## src/rtl/fa_cache_pkg.sv

```systemverilog
package fa_cache_pkg;
  localparam int DEF_ADDR_W = 6;
  localparam int DEF_OFFS_W = 2;
  localparam int DEF_SLOTS  = 4;

  // strobes from control to datapath
  typedef struct packed {
    logic latchReq;     // capture the accepted request's offset
    logic touch;        // accepted request hit: refresh recency
    logic writeByte;    // write hit: update cached byte
    logic respCapture;  // load response regs from lookup
    logic fillLine;     // refill data arrived: install block
  } dpStrobe_t;
endpackage

```

## src/rtl/lru_rank.sv

```systemverilog
module lru_rank #(
  parameter int SLOTS  = 4,
  parameter int SLOT_W = $clog2(SLOTS)
) (
  input  logic              clk,
  input  logic              rstN,
  input  logic              touchEn,
  input  logic [SLOT_W-1:0] touchSlot,
  output logic [SLOT_W-1:0] lruSlot
);
  logic [SLOT_W-1:0] rank [SLOTS];
  logic [SLOTS-1:0]  rankMask;

  always_ff @(posedge clk) begin
    if (!rstN) begin
      for (int i = 0; i < SLOTS; i++) rank[i] <= SLOT_W'(i);
    end else if (touchEn) begin
      for (int i = 0; i < SLOTS; i++) begin
        if (SLOT_W'(i) == touchSlot) rank[i] <= '0;
        else if (rank[i] < rank[touchSlot]) rank[i] <= rank[i] + 1'b1;
      end
    end
  end

  always_comb begin
    lruSlot = '0;
    for (int i = 0; i < SLOTS; i++)
      if (rank[i] == SLOT_W'(SLOTS - 1)) lruSlot = SLOT_W'(i);
  end

  always_comb begin
    rankMask = '0;
    for (int i = 0; i < SLOTS; i++) rankMask[rank[i]] = 1'b1;
  end


  rank_perm_chk: assert property (@(posedge clk) disable iff (!rstN)
    rankMask == {SLOTS{1'b1}});
endmodule

```

## src/rtl/cache_dp.sv

```systemverilog
module cache_dp
  import fa_cache_pkg::*;
#(
  parameter int ADDR_W = DEF_ADDR_W,
  parameter int OFFS_W = DEF_OFFS_W,
  parameter int SLOTS  = DEF_SLOTS
) (
  input  logic                   clk,
  input  logic                   rstN,
  input  dpStrobe_t              strb,
  input  logic [ADDR_W-1:0]      reqAddr,
  input  logic [7:0]             reqWdata,
  input  logic [(8<<OFFS_W)-1:0] memRdata,
  output logic                   lookupHit,
  output logic                   respHit,
  output logic [7:0]             respRdata
);
  localparam int TAG_W  = ADDR_W - OFFS_W;
  localparam int SLOT_W = $clog2(SLOTS);
  localparam int LINE_W = 8 << OFFS_W;

  logic [SLOTS-1:0]  valid;
  logic [TAG_W-1:0]  tagQ  [SLOTS];
  logic [LINE_W-1:0] lineQ [SLOTS];
  logic [OFFS_W-1:0] pendOffs;
  logic [TAG_W-1:0]  pendTag;
  logic [SLOTS-1:0]  hitVec;
  logic [SLOT_W-1:0] hitSlot, victim, lruSlot, touchSlot;
  logic              anyFree;

  wire [TAG_W-1:0]  reqTag  = reqAddr[ADDR_W-1:OFFS_W];
  wire [OFFS_W-1:0] reqOffs = reqAddr[OFFS_W-1:0];

  // parallel tag compare
  for (genvar g = 0; g < SLOTS; g++) begin : g_cmp
    assign hitVec[g] = valid[g] && (tagQ[g] == reqTag);
  end
  assign lookupHit = |hitVec;

  always_comb begin
    hitSlot = '0;
    for (int i = 0; i < SLOTS; i++)
      if (hitVec[i]) hitSlot = SLOT_W'(i);
  end

  // victim: lowest empty slot, else least recent
  always_comb begin
    victim  = '0;
    anyFree = 1'b0;
    for (int i = SLOTS - 1; i >= 0; i--)
      if (!valid[i]) begin
        victim  = SLOT_W'(i);
        anyFree = 1'b1;
      end
    if (!anyFree) victim = lruSlot;
  end

  assign touchSlot = strb.fillLine ? victim : hitSlot;

  lru_rank #(.SLOTS(SLOTS), .SLOT_W(SLOT_W)) u_lru (
    .clk      (clk),
    .rstN     (rstN),
    .touchEn  (strb.touch | strb.fillLine),
    .touchSlot(touchSlot),
    .lruSlot  (lruSlot)
  );

  always_ff @(posedge clk) begin
    if (!rstN) begin
      valid    <= '0;
      pendOffs <= '0;
      pendTag  <= '0;
    end else begin
      if (strb.latchReq) begin
        pendOffs <= reqOffs;
        pendTag  <= reqTag;
      end
      if (strb.fillLine) begin
        valid[victim] <= 1'b1;
        tagQ[victim]  <= pendTag;
      end
    end
  end

  always_ff @(posedge clk) begin
    if (strb.fillLine) lineQ[victim] <= memRdata;
    else if (strb.writeByte) lineQ[hitSlot][8*reqOffs +: 8] <= reqWdata;
  end

  always_ff @(posedge clk) begin
    if (!rstN) begin
      respHit   <= 1'b0;
      respRdata <= '0;
    end else if (strb.fillLine) begin
      respHit   <= 1'b0;
      respRdata <= memRdata[8*pendOffs +: 8];
    end else if (strb.respCapture) begin
      respHit   <= lookupHit;
      respRdata <= lineQ[hitSlot][8*reqOffs +: 8];
    end
  end


  one_match_chk: assert property (@(posedge clk) disable iff (!rstN)
    $onehot0(hitVec));

  fill_valid_chk: assert property (@(posedge clk) disable iff (!rstN)
    strb.fillLine |=> valid[$past(victim)]);
endmodule

```

## src/rtl/cache_ctrl.sv

```systemverilog
module cache_ctrl
  import fa_cache_pkg::*;
#(
  parameter int ADDR_W = DEF_ADDR_W,
  parameter int OFFS_W = DEF_OFFS_W
) (
  input  logic              clk,
  input  logic              rstN,
  input  logic              reqValid,
  input  logic              reqWrite,
  input  logic [ADDR_W-1:0] reqAddr,
  input  logic [7:0]        reqWdata,
  input  logic              lookupHit,
  input  logic              memRvalid,
  output dpStrobe_t         strb,
  output logic              reqReady,
  output logic              respValid,
  output logic              memRead,
  output logic              memWrite,
  output logic [ADDR_W-1:0] memAddr,
  output logic [7:0]        memWdata
);
  typedef enum logic {ST_IDLE, ST_FILL} ctrlState_t;
  ctrlState_t state;

  logic accept, readMiss, fillDone;
  assign reqReady = (state == ST_IDLE);
  assign accept   = reqValid && reqReady;
  assign readMiss = accept && !reqWrite && !lookupHit;
  assign fillDone = (state == ST_FILL) && memRvalid;

  always_comb begin
    strb             = '0;
    strb.latchReq    = accept;
    strb.touch       = accept && lookupHit;
    strb.writeByte   = accept && reqWrite && lookupHit;
    strb.respCapture = accept && (reqWrite || lookupHit);
    strb.fillLine    = fillDone;
  end

  always_ff @(posedge clk) begin
    if (!rstN) begin
      state     <= ST_IDLE;
      respValid <= 1'b0;
      memRead   <= 1'b0;
      memWrite  <= 1'b0;
      memAddr   <= '0;
      memWdata  <= '0;
    end else begin
      respValid <= strb.respCapture || fillDone;
      memRead   <= readMiss;
      memWrite  <= accept && reqWrite;
      if (accept) begin
        memAddr  <= reqWrite ? reqAddr
                             : {reqAddr[ADDR_W-1:OFFS_W], {OFFS_W{1'b0}}};
        memWdata <= reqWdata;
      end
      if (readMiss) state <= ST_FILL;
      else if (fillDone) state <= ST_IDLE;
    end
  end


  miss_fetch_chk: assert property (@(posedge clk) disable iff (!rstN)
    (reqValid && reqReady && !reqWrite && !lookupHit) |=> (memRead && !reqReady));

  fill_resp_chk: assert property (@(posedge clk) disable iff (!rstN)
    (!reqReady && memRvalid) |=> (respValid && reqReady));

  write_thru_chk: assert property (@(posedge clk) disable iff (!rstN)
    (reqValid && reqReady && reqWrite) |=> (memWrite && respValid && memAddr == $past(reqAddr)));
endmodule

```

## src/rtl/fa_lru_cache.sv

```systemverilog
module fa_lru_cache
  import fa_cache_pkg::*;
#(
  parameter int ADDR_W = DEF_ADDR_W,
  parameter int OFFS_W = DEF_OFFS_W,
  parameter int SLOTS  = DEF_SLOTS,
  localparam int LINE_W = 8 << OFFS_W
) (
  input  logic              clk,
  input  logic              rstN,
  input  logic              reqValid,
  input  logic              reqWrite,
  input  logic [ADDR_W-1:0] reqAddr,
  input  logic [7:0]        reqWdata,
  output logic              reqReady,
  output logic              respValid,
  output logic              respHit,
  output logic [7:0]        respRdata,
  output logic              memRead,
  output logic              memWrite,
  output logic [ADDR_W-1:0] memAddr,
  output logic [7:0]        memWdata,
  input  logic              memRvalid,
  input  logic [LINE_W-1:0] memRdata
);
  dpStrobe_t strb;
  logic      lookupHit;

  cache_ctrl #(.ADDR_W(ADDR_W), .OFFS_W(OFFS_W)) u_ctrl (
    .clk(clk), .rstN(rstN),
    .reqValid(reqValid), .reqWrite(reqWrite), .reqAddr(reqAddr), .reqWdata(reqWdata),
    .lookupHit(lookupHit), .memRvalid(memRvalid),
    .strb(strb), .reqReady(reqReady), .respValid(respValid),
    .memRead(memRead), .memWrite(memWrite), .memAddr(memAddr), .memWdata(memWdata)
  );

  cache_dp #(.ADDR_W(ADDR_W), .OFFS_W(OFFS_W), .SLOTS(SLOTS)) u_dp (
    .clk(clk), .rstN(rstN), .strb(strb),
    .reqAddr(reqAddr), .reqWdata(reqWdata), .memRdata(memRdata),
    .lookupHit(lookupHit), .respHit(respHit), .respRdata(respRdata)
  );
endmodule

```

## config.mk

```make
export PLATFORM = sky130hd
export DESIGN_NAME = fa_lru_cache
export DESIGN_NICKNAME = d
export VERILOG_FILES = /design/src/rtl/fa_cache_pkg.sv /design/src/rtl/lru_rank.sv /design/src/rtl/cache_dp.sv /design/src/rtl/cache_ctrl.sv /design/src/rtl/fa_lru_cache.sv
export SDC_FILE = /design/constraint.sdc
export NUM_CORES = 1
export LEC_CHECK = 0
export BUFFER_PORTS_ARGS = -buffer_cell sky130_fd_sc_hd__buf_4
export CORE_MARGIN = 2
export CORE_UTILIZATION = 45
export DETAILED_ROUTE_END_ITERATION = 8
export SLEW_MARGIN = 20
export SYNTH_ARGS = -nofsm -noshare
export SYNTH_HDL_FRONTEND = slang
export SYNTH_HIERARCHICAL = 1
export SYNTH_SLANG_ARGS = --single-unit
```

## constraint.sdc

```tcl
create_clock -name clk -period 8.4 [get_ports clk]
set_clock_uncertainty 0.15 [all_clocks]
set_input_delay 1.26 -clock clk [delete_from_list [all_inputs] [get_ports clk]]
set_output_delay 1.26 -clock clk [all_outputs]
set_load 0.005 [all_outputs]
```

==> results by group <==
Status
  • Run status: finished, final reports clean

CTS
  • Hold Buf Count CTS: 0
  • Htree depth: 4
  • Post-CTS sizing: 0
  • Skew-Pair Late Insertion Delay: 440 ps
  • CTS Buf Count: 17
  • CTS tree: built
  • Setup bufs post-CTS: 0
  • Clock Sink Count: ~190
  • Clk slew on worst S/H paths: approximately 70 ps
  • Clk buf depth: 2
  • CTS Root Cell: clkbuf_16

STA
  • RSZ-0062 raised after global routing: no
  • Final WS setup: ~3100 ps
  • Worst hold margin: ~310 ps
  • Worst slew margin: 30.8%
  • Period utilisation layout: 63.3%
  • Final Setup Violations: 0
  • Final Max Slew Viols: 0
  • Min Tclk post-route: 5320 ps
  • Setup TNS: 0 ps
  • Fmax: approximately 0.19 GHz
  • Worst slew pin tran: about 1000 ps
  • Hold Vio Cnt, Final: 0

Worst setup path
  • Critical path cell sequence: buf_4 -> xor2_1 -> nor3_1 -> nand2_1 -> and2_1 -> nand2_1 -> and3_1 -> and3b_2 -> nor2_1 -> a32oi_1 -> nor2_1
  • Crit path launch: reqAddr[4]
  • Crit start category: input pin
  • Nature of the critical path endpoint: register
  • Critical Path RT: around 8400 ps
  • CP Data Arrival Time: ~5300 ps
  • WP buf/inv: 1
  • Crit Reg-Reg Startpoint: u_dp/tagQ[3][1]
  • Crit path kind: in -> reg
  • Max incr delay on CP: roughly 700 ps
  • Critical-path maximum fanout: 38
  • Critical path's slowest cell: a32oi_1
  • Critical path's top delay family: simple AND/OR/NAND/NOR gates

Drt
  • Vias/cell: a little under 6
  • Routed WL per cell: 22.8 µm
  • Initial DRC Count: around 740
  • First-pass DRT Iterations: 5
  • DRC Markers: 0
  • WL final: ~25000 µm
  • Vias: 6571
  • Post-route ant nets: 0

Synthesis
  • Synth warn: 6
  • Top cell type's share of synthesized area: 50.1%
  • Post-synth ARST share: 0%
  • Synth unique cells: 72
  • Mapped Nets: 842
  • Yosys reg bits: 189
  • Top-count cell post-synth: nand2_1
  • Sequential cell area fraction in the yosys report: between 50% and 60%
  • Top cells by count, synth: 168 x nand2_1, 152 x edfxtp_1, 39 x nor2_1, 38 x nand3_1, 37 x dfxtp_1
  • Mapped Area: just over 9000 µm²
  • Predominant post-synthesis flop cell: edfxtp_1
  • Synthesized instance count: a little under 800
  • Syn_area_per_cell: between 10 and 15 µm²
  • Post-synth EDFFs: roughly 150
  • Cell taking the most area after synthesis: edfxtp_1
  • Synth top area cells: edfxtp_1 50%, dfxtp_1 8.1%, nand2_1 6.9%

Power
  • PD cells: about 200 nW/µm²
  • Final Total Pwr: 2.02 mW
  • Leak: 3.81 nW
  • Peak supply drop: approximately 0.00015 V

Final layout
  • # fillers: about 1800
  • Final #Nets: 890
  • Share of layout cells above drive strength 1: a little under a fifth
  • Sequential cell area: around 5300 µm²
  • Core Util, Final: 51.6%
  • Layout area overhead: 13.5%
  • Area of the multi-input gates: between 3000 and 4000 µm²
  • Number of antenna diodes: 0

Place
  • Routability Congestion: 0.919
  • Post-Place Setup Slack: about 2400 ps
  • Post-DP HPWL: ~19000 µm
  • # port buffers: 77

Die
  • # IOs: 78
  • Core area: between 20000 and 25000 µm²
  • Chip width: ~150 µm
  • Die footprint: around 21000 µm²
  • Chip height: roughly 150 µm
  • Initial core utilization: a little under half
  • Row count: 52

Global routing
  • Number of global-route vias before repair: ~6400
  • First-pass GRT wire length: about 38000 µm
  • All-Layer GR Usage: a little under a quarter
  • Grt total ovfl: 0
  • Largest net degree at the start of global routing: 56
  • Initial antenna violation count: 0

Min path
  • Hold/Removal Path Class: reg -> reg
  • Hold path start: u_ctrl/memAddr[0]

Run
  • MaxCap Viol Count: 0
## final cells by class
type,count,share of cell area (%)
timing repair buffer,81,5.95
inverter,11,0.424
multi-input combinational,528,33.3
sequential,189,51.3
clock inverter,14,1.61
tap,270,3.27
clock buffer,18,4.15
## routing by layer
metal | GRT usage [%] | wire length, µm | vias up
met2 | 37.7 | 11500 | 329
met4 | 8.69 | 831 | 0
met1 | 31.9 | 10600 | 3220
li1 | - | - | 2970
met3 | 6.59 | 2440 | 52
met5 | 0 | 0 | -
## worst min-delay path, cell delays in order, from the launching register on
cell	delay (ps)
dfxtp_1	310
nand2_1	50
a21boi_1	50
## logic make-up (layout without fill, tap and decap cells)
logic type	after synthesis	in the layout	synth area share, %
AND/OR/NAND/NOR	319	319	16.5
XOR/XNOR	16	16	2.16
adder cells (fa/ha/maj)	11	11	1.51
buffers and inverters	63	124	4.01
multiplexers	24	24	4.38
AO/OA/AOI/OAI	158	158	13.2
flip-flops	189	189	58.3
## state kept, by name (all words and copies together), names as in the netlist
signal	cells
u_dp/valid	4
u_ctrl/memAddr	6
u_ctrl/memWdata	8
u_dp/tagQ	16
u_ctrl/memWrite	1
u_ctrl/respValid	1
u_dp/u_lru/rank	8
u_dp/pendOffs	2
u_dp/respRdata	8
u_dp/respHit	1
u_dp/lineQ	128
u_dp/pendTag	4
u_ctrl/memRead	1
u_ctrl/state	1
## per-stage QoR
stage	cell area, µm²	std cells
4_1_cts	10300	1110
3_5_place_dp	9720	1078
3_3_place_gp	9720	1078
2_1_floorplan	9100	780
6_report	10300	1111
5_1_grt	10300	1111
## worst paths after layout
check | to | slack [ps] | cells after the start
hold reg to reg | u_ctrl/memAddr[0] | 310 | 2
hold / removal | u_ctrl/memAddr[0] | 310 | 2
setup / recovery | u_dp/lineQ[1][14] | 3080 | 11
setup reg to reg | u_dp/lineQ[1][14] | 3700 | 10
## cells in the final DEF, fill, tap and decap left out, types with 4 or more instances in the layout
master / synthesis / layout
a211oi_1: 5 / 5
a21boi_1: 14 / 14
a21o_1: 15 / 15
a21oi_1: 19 / 18
a221oi_2: 5 / 5
a22o_1: 4 / 4
a311o_1: 7 / 7
a311oi_1: 5 / 5
a31o_1: 16 / 16
a32oi_1: 9 / 9
and2_1: 8 / 8
and3_1: 8 / 8
buf_4: 8 / 80
clkbuf_16: 0 / 17
dfxtp_1: 37 / 37
edfxtp_1: 152 / 152
ha_1: 11 / 11
inv_1: 9 / 9
mux2_4: 5 / 5
mux2i_1: 8 / 8
mux4_2: 8 / 8
nand2_1: 168 / 168
nand2b_1: 7 / 7
nand3_1: 38 / 38
nor2_1: 39 / 39
nor2b_1: 13 / 13
nor3_1: 9 / 9
nor3b_1: 4 / 4
o21ai_0: 25 / 25
o21ai_1: 7 / 7
o31a_1: 6 / 6
or2_2: 4 / 4
xor2_1: 10 / 10
## power by group
part	leakage (nW)	switching [mW]	total (mW)	internal, mW
combinational	1.84	0.0960	0.165	0.0694
sequential	1.68	0.0134	1.04	1.03
clock	0.291	0.347	0.816	0.469
total	3.81	0.456	2.02	1.57
Note: power is estimated with default switching activity, not from simulation.
